===== src/rtl/pcube_pkg.sv =====
`timescale 1ns/1ps
package pcube_pkg;
  localparam int MAXV = 32;

  typedef enum logic [2:0] {
    OP_AND    = 3'd0,
    OP_OR     = 3'd1,
    OP_LCOMP  = 3'd2,
    OP_SIZE   = 3'd3,
    OP_MERGE  = 3'd4,
    OP_INSIDE = 3'd5
  } cube_op_e;

  function automatic int radix_of(input logic [8*MAXV-1:0] r, input int i);
    return int'(r[8*i +: 8]);
  endfunction

  function automatic int field_base(input logic [8*MAXV-1:0] r, input int i);
    int s = 0;
    for (int k = 0; k < i; k++) s += radix_of(r, k);
    return s;
  endfunction

  function automatic longint radix_prod(input logic [8*MAXV-1:0] r, input int n);
    longint p = 1;
    for (int k = 0; k < n; k++) p *= longint'(radix_of(r, k));
    return p;
  endfunction
endpackage


===== src/rtl/pcube_alu.sv =====
`timescale 1ns/1ps
module pcube_alu import pcube_pkg::*; #(
  parameter int NVAR = 8,
  parameter logic [8*NVAR-1:0] RADIX = {8'd8, 8'd4, 8'd4, 8'd2, 8'd5, 8'd4, 8'd3, 8'd2},
  localparam int W   = field_base((8*MAXV)'(RADIX), NVAR),
  localparam int SZW = $clog2(radix_prod((8*MAXV)'(RADIX), NVAR) + 1),
  localparam int FSW = $clog2(NVAR + 1)
) (
  input  logic           clk,
  input  logic           rst_n,
  input  logic           req_valid,
  output logic           req_ready,
  input  logic [2:0]     op,
  input  logic [FSW-1:0] fsel,
  input  logic [W-1:0]   a,
  input  logic [W-1:0]   b,
  output logic           rsp_valid,
  input  logic           rsp_ready,
  output logic [W-1:0]   rsp_cube,
  output logic           rsp_flag,
  output logic [SZW-1:0] rsp_size
);
  localparam logic [8*MAXV-1:0] RX = (8*MAXV)'(RADIX);

  function automatic logic [W-1:0] fmask(input int i);
    logic [W-1:0] m = '0;
    int lo = field_base(RX, i);
    int hi = lo + radix_of(RX, i);
    for (int k = 0; k < W; k++) m[k] = (k >= lo) && (k < hi);
    return m;
  endfunction

  function automatic logic has_empty(input logic [W-1:0] v);
    logic e = 1'b0;
    for (int i = 0; i < NVAR; i++) if ((v & fmask(i)) == '0) e = 1'b1;
    return e;
  endfunction

  function automatic logic [SZW-1:0] volume(input logic [W-1:0] v);
    logic [SZW-1:0] p = SZW'(1);
    for (int i = 0; i < NVAR; i++) p = p * SZW'($countones(v & fmask(i)));
    return p;
  endfunction

  function automatic int ndiff(input logic [W-1:0] x, input logic [W-1:0] y);
    int n = 0;
    for (int i = 0; i < NVAR; i++) if (((x ^ y) & fmask(i)) != '0) n++;
    return n;
  endfunction

  logic           accept;
  logic [W-1:0]   n_cube;
  logic           n_flag;
  logic [SZW-1:0] n_size;

  assign req_ready = !rsp_valid || rsp_ready;
  assign accept    = req_valid && req_ready;

  always_comb begin
    n_cube = '0;
    n_flag = 1'b0;
    n_size = '0;
    case (op)
      OP_AND: begin
        n_cube = a & b;
        n_flag = has_empty(a & b);
      end
      OP_OR: begin
        n_cube = a | b;
        n_flag = &(a | b);
      end
      OP_LCOMP: begin
        n_cube = (int'(fsel) < NVAR) ? (a ^ fmask(int'(fsel))) : a;
        n_flag = has_empty(n_cube);
      end
      OP_SIZE: begin
        n_cube = a;
        n_size = volume(a);
        n_flag = has_empty(a);
      end
      OP_MERGE: begin
        n_cube = a | b;
        n_flag = (ndiff(a, b) == 1) && !has_empty(a) && !has_empty(b);
      end
      OP_INSIDE: begin
        n_cube = a & ~b;
        n_flag = ((a & ~b) == '0);
      end
      default: ;
    endcase
  end

  always_ff @(posedge clk or negedge rst_n) begin
    if (!rst_n) begin
      rsp_valid <= 1'b0;
      rsp_cube  <= '0;
      rsp_flag  <= 1'b0;
      rsp_size  <= '0;
    end else if (accept) begin
      rsp_valid <= 1'b1;
      rsp_cube  <= n_cube;
      rsp_flag  <= n_flag;
      rsp_size  <= n_size;
    end else if (rsp_ready) begin
      rsp_valid <= 1'b0;
    end
  end
endmodule


===== config.mk =====
export PLATFORM = sky130hd
export DESIGN_NAME = pcube_alu
export DESIGN_NICKNAME = d
export VERILOG_FILES = /design/src/rtl/pcube_pkg.sv /design/src/rtl/pcube_alu.sv
export SDC_FILE = /design/constraint.sdc
export NUM_CORES = 1
export LEC_CHECK = 0
export BUFFER_PORTS_ARGS = -buffer_cell sky130_fd_sc_hd__clkbuf_2
export CORE_MARGIN = 2
export CORE_UTILIZATION = 30
export CTS_CLUSTER_DIAMETER = 30
export DETAILED_ROUTE_END_ITERATION = 6
export GPL_ROUTABILITY_DRIVEN = 1
export PLACE_DENSITY_LB_ADDON = 0.25
export RECOVER_POWER = 25
export SLEW_MARGIN = 20
export SYNTH_ARGS = -nofsm -noshare
export SYNTH_HDL_FRONTEND = slang
export SYNTH_SLANG_ARGS = --single-unit

===== constraint.sdc =====
create_clock -name clk -period 1.63 [get_ports clk]
set_clock_uncertainty 0.2 [all_clocks]
set_input_delay 0.163 -clock clk [delete_from_list [all_inputs] [get_ports clk]]
set_output_delay 0.163 -clock clk [all_outputs]
set_load 0.02 [all_outputs]

Word level (Yosys, flattened, before mapping)
Cells that the tools add are included.
{"block": "totals", "regBits": 49, "latchBits": 0, "ram_bits": 0, "rom_bits": 0, "in_bits": 75, "output_inout_bits": 50, "elab_cells": 278, "mem_count": 0}
{"block": "classes", "add_sub_neg": 32, "multipliers": 7, "div_mod_pow": 0, "order_cmp": 73, "n_eq_ne": 6, "shift": 1, "n_mux": 65, "n_bitwise": 6, "n_reduce_logical": 84}
{"cell": "32-bit zero test", "n": 33}
{"cell": "32-bit 2-to-1 mux", "n": 24}
{"cell": "6-bit by 32-bit >= comparator with 1-bit output (first input constant)", "n": 16}
{"cell": "6-bit by 32-bit less-than comparator with 1-bit output (first input constant)", "n": 16}
{"cell": "5-bit by 32-bit >= comparator with 1-bit output (first input constant)", "n": 8}
{"cell": "5-bit by 32-bit less-than comparator with 1-bit output (first input constant)", "n": 8}
{"cell": "32-bit nonzero test", "n": 8}
{"cell": "256-bit by 8-bit variable part select with 8-bit output (first input constant)", "n": 1}
{"cell": "32-bit by 2-bit adder with 32-bit output (second input constant)", "n": 7}
{"cell": "32-bit one-hot mux with 5 select lines", "n": 1}
{"cell": "4-bit by 32-bit >= comparator with 1-bit output (first input constant)", "n": 4}
{"cell": "4-bit by 32-bit less-than comparator with 1-bit output (first input constant)", "n": 4}
{"cell": "32-bit AND", "n": 2}
{"cell": "3-bit by 32-bit >= comparator with 1-bit output (first input constant)", "n": 2}
{"cell": "3-bit by 32-bit less-than comparator with 1-bit output (first input constant)", "n": 2}
{"cell": "32-bit XOR", "n": 2}
{"cell": "1-bit 2-to-1 mux", "n": 37}
{"cell": "1-bit logical AND", "n": 35}
{"cell": "32-bit by 9-bit adder with 32-bit output", "n": 1}
{"cell": "32-bit by 2-bit == test with 1-bit output (second input constant)", "n": 1}
{"cell": "1-bit by 32-bit >= comparator with 1-bit output (first input constant)", "n": 1}
{"cell": "2-bit by 32-bit >= comparator with 1-bit output (first input constant)", "n": 1}
{"cell": "1-bit by 32-bit less-than comparator with 1-bit output (first input constant)", "n": 1}
{"cell": "2-bit by 32-bit less-than comparator with 1-bit output (first input constant)", "n": 1}
{"cell": "other kinds (31)", "n": 58}

Logic depth before layout (Yosys ltp)
{"block": "depth", "depth_word": 29, "ltp_mapped": 58, "ltp_nobuf": 58}

Worst setup path after synthesis
Ideal clock, no wire load.
{"block": "synth_path", "path_type": "input-to-reg", "start": "in a[2]", "end": "reg rsp_size[14]", "setup_time_ns": 0.121, "arrival_ns": 11.415, "required_time_ns": 1.309, "path_slack_ns": -10.106, "stages": 53, "n_path_buf": 0, "cell_sequence": "fa_1 and2_1 ha_1 ha_1 and2_1 ha_1 inv_1 fa_1 inv_1 fa_1 xor2_1 and2_1 ha_1 inv_1 fa_1 inv_1 ha_1 xnor2_1 (+17 left out) ha_1 o21ai_0 nand2b_1 a31oi_1 xnor2_1 and2_1 fa_1 inv_1 fa_1 inv_1 ha_1 and3_1 a2111o_1 a21o_1 a21oi_1 xnor2_1 xnor3_1 a22o_1"}
{"block": "synth_via", "elab_chain_len": 10}
{"element": "start, declared", "line": "pcube_alu.sv:15", "source": "input logic [W-1:0] a,"}
{"element": "1-bit by 1-bit adder with 2-bit output (not written as such)", "line": "pcube_alu.sv:41", "source": "for (int i = 0; i < NVAR; i++) p = p * SZW'($countones(v & fmask(i)));"}
{"element": "2-bit by 1-bit adder with 3-bit output (not written as such)", "line": "pcube_alu.sv:41"}
{"element": "2-bit by 3-bit multiplier with 5-bit output", "line": "pcube_alu.sv:41"}
{"element": "5-bit by 4-bit multiplier with 9-bit output", "line": "pcube_alu.sv:41"}
{"element": "9-bit by 4-bit multiplier with 13-bit output", "line": "pcube_alu.sv:41"}
{"element": "13-bit by 2-bit multiplier with 15-bit output", "line": "pcube_alu.sv:41"}
{"element": "15-bit by 3-bit multiplier with 15-bit output (2 in a row)", "line": "pcube_alu.sv:41"}
{"element": "15-bit by 4-bit multiplier with 15-bit output", "line": "pcube_alu.sv:41"}
{"element": "15-bit 2-to-1 mux", "line": "pcube_alu.sv:63", "source": "case (op)"}
{"element": "end signal, assigned", "line": "pcube_alu.sv:103", "source": "rsp_size <= n_size;"}
{"element": "end, declared", "line": "pcube_alu.sv:21", "source": "output logic [SZW-1:0] rsp_size"}
Every way passes these cells.
A chain may end at the register's enable or synchronous reset.

Worst setup path in the final report
Same ends and word-level chain as after synthesis.

==> run summary <==
IO Port Bufs -> 124
die area -> 41100 µm²
HP Class -> in -> reg
total CTS buffers -> 5
Synth Net Count -> 1842
Top Layer Used -> met4
first drt pass iteration count -> 5
Nets -> 2494
Final Cell Area -> 20500 µm²
post-synthesis register bit count -> 49
peak fanout along the critical path -> 4
largest net degree at the start of global routing -> 50
initial DRC count -> 557
Tcrit/Tclk final -> 683%
WHS Path Cells -> 4
Synth area leader -> ha_1
Achievable Freq -> 89.8 MHz
Die Wd -> 203 µm
Slew Viols, Final -> 0
dpl ws -> -10.18 ns
Hold Crit Start -> a[31]
failing checks -> negative setup slack
Core ar. -> 38800 µm²
Die Ht -> 203 µm
Row Count -> 72
Max IR drop VDD -> 0.000438 V
Routed Antenna Nets -> 0
area grow syn2layout -> 72.8%
reg2reg end -> rsp_size[13]
RR Startpoint -> rsp_valid
layout cells sized above 1 -> 50.6%
Max-Cap Viols -> 0
commonest cells after routing, fill and taps aside -> 482 x buf_4, 154 x nand2_1, 145 x inv_1
CP required -> 1.62 ns
Max stage delay on crit path -> 0.56 ns
Via Count -> 13100
fin crit period -> 11.13 ns
syn_area_per_cell -> 7.98 µm²
routed wl met3 -> 1650 µm
commonest non-fill, non-tap cell in the layout -> buf_4
grt ovf -> 0
dpl hpwl -> 35900 µm
Worst R2R Path Depth -> 5
max_slew headroom -> 49.6%
Worst-Margin Slew -> 0.756 ns
first-pass GRT wire length -> 69600 µm
setup_tns -> -146.31 ns
Synth Instances -> 1485
worst setup path class -> in -> reg
Antenna Cells -> 0
Worst-Skew Late Latency -> 0.29 ns
WP data arrival -> 11.12 ns
WL final -> 44100 µm
Worst Setup Start Kind -> input port
DRC Markers -> 0
top post-synthesis cells by area -> ha_1 22%, fa_1 12%, dfrtp_1 10%
Clock transition at path regs -> 0.07 ns
Setup WS post-layout -> -9.50 ns
Post-Syn Area -> 11800 µm²
Min Hold Slack -> 0.129 ns
Warnings, synthesis -> 0
GP Congestion -> 0.906
Ports -> 125
DRT met1 WL -> 20100 µm
RSZ-0062 raised after global routing -> true
H-tree depth -> 2
PD cells -> 566 nW/µm²
footprint of the multi-input gates -> 12300 µm²
final setup vio count -> 45
EDFF count, synth -> 0
DP Area -> 17300 µm²
CTS tree -> done
overall routing resource usage -> 21.0%
flop2flop setup slack -> -0.11 ns
cell leakage power -> 10.1 nW
initial antenna violation count -> 0
Distinct cells, synth -> 78
drt via density -> 4.92
clk sinks -> 49
ys async rst share -> 100%
critical path endpoint category -> flop
FF+latch area -> 1230 µm²
CTS Root Cell -> clkbuf_16
routed length on met2 -> 21300 µm
Seq/Total Area, Yosys -> 10.3%
Clock Tree Buf Depth -> 2
status -> finished, violations left
starting density of the core -> 30.5%
share of Yosys cell area claimed by the top area cell type -> 22.5%
Hold Vio Cnt, Final -> 0
# fillers -> 3524
slowest CP cell -> fa_1
vias in the first global route -> 13500
ys flop type -> dfrtp_1
Hold EP -> rsp_cube[31]
routed len/inst -> 16.6 µm
## where the power goes
group	switching (mW)	internal [mW]
logic	4.43	4.69
registers	0.0902	1.36
clock network	0.455	0.565
total	4.97	6.61
## worst max-delay path by stage
stage | from | end | slack (ns) | cells past startpoint
after floorplan | a[4] | rsp_size[14] | -9.56 | 54
after global placement | a[4] | rsp_size[14] | -10.00 | 54
after detailed placement | a[4] | rsp_size[14] | -10.18 | 54
after CTS | a[2] | rsp_size[14] | -9.47 | 54
after global routing | a[2] | rsp_size[14] | -10.00 | 55
final | a[2] | rsp_size[14] | -9.50 | 55
## synthesized netlist by cell type (4+ instances only)
master,count
ha_1,213
inv_1,186
nand2_1,171
a21oi_1,77
and2_1,75
xnor2_1,72
o21ai_0,70
fa_1,69
nor2_1,57
clkbuf_1,49
dfrtp_1,49
nor4_1,30
o22ai_1,30
a22oi_1,29
xor2_1,23
nand3_1,22
a211oi_1,21
nor3_1,21
a22o_1,19
nor2b_1,19
a21o_1,18
nand2b_1,17
and3_1,10
o211ai_1,10
nand4_1,9
a221oi_1,8
o21bai_1,8
a31oi_1,7
mux2i_1,7
o21ai_1,7
or4_1,7
o21a_1,6
or2_2,4
## worst max-delay path, delay by kind of cell
family | cells | cell delay, ns
simple gates | 12 | 1.54
compound gates | 7 | 1.31
fa+ha+maj | 17 | 6.07
xor+xnor | 7 | 1.14
buf+inv | 12 | 0.87
## metal layers
metal,track usage [%],vias to the layer above
li1,-,6455
met1,28.1,6305
met2,36.7,267
met3,1.57,46
met4,5.21,0
met5,0,-
## cell families after synthesis
kind of cell             synth area share (%)
adder cells (fa/ha/maj)                  34.1
AO/OA/AOI/OAI                            19.3
flip-flops                               10.3
multiplexers                             1.02
buffers and inverters                    7.48
XOR/XNOR                                 8.28
AND/OR/NAND/NOR                          19.4
## repair_timing
item | in CTS | in global routing
endpoints found under the hold margin | 50 | 0
endpoints found under the setup margin | 46 | 47
setup buffers | 75 | 45
gates cloned | 1 | 0
resized for setup | 203 | 228
hold buffers | 3 | 0
pin swaps | 159 | 149
## sequential cells by signal (all words and copies together), names as in the netlist
name,flops
rsp_flag,1
rsp_valid,1
rsp_cube,32
rsp_size,15
## per-stage QoR
| stage | utilization [%] | cells | total power [mW] |
|---|---|---|---|
| final | 52.7 | 2656 | 11.6 |
| after global placement | 44.6 | 2538 | 8.45 |
| after CTS | 49.6 | 2624 | 10.4 |
| after floorplan | - | 1485 | 5.56 |
| after global routing | 52.7 | 2656 | 12.5 |
| after detailed placement | 44.6 | 2538 | 8.55 |
## layout make-up
cell class | count | area share [%]
sequential | 49 | 5.99
tap | 518 | 3.17
clock inverter | 2 | 0.0489
clock buffer | 6 | 0.630
multi-input combinational | 1200 | 60.0
timing repair buffer | 695 | 26.4
inverter | 186 | 3.70
No activity file was read; power rests on OpenSTA's default activity.
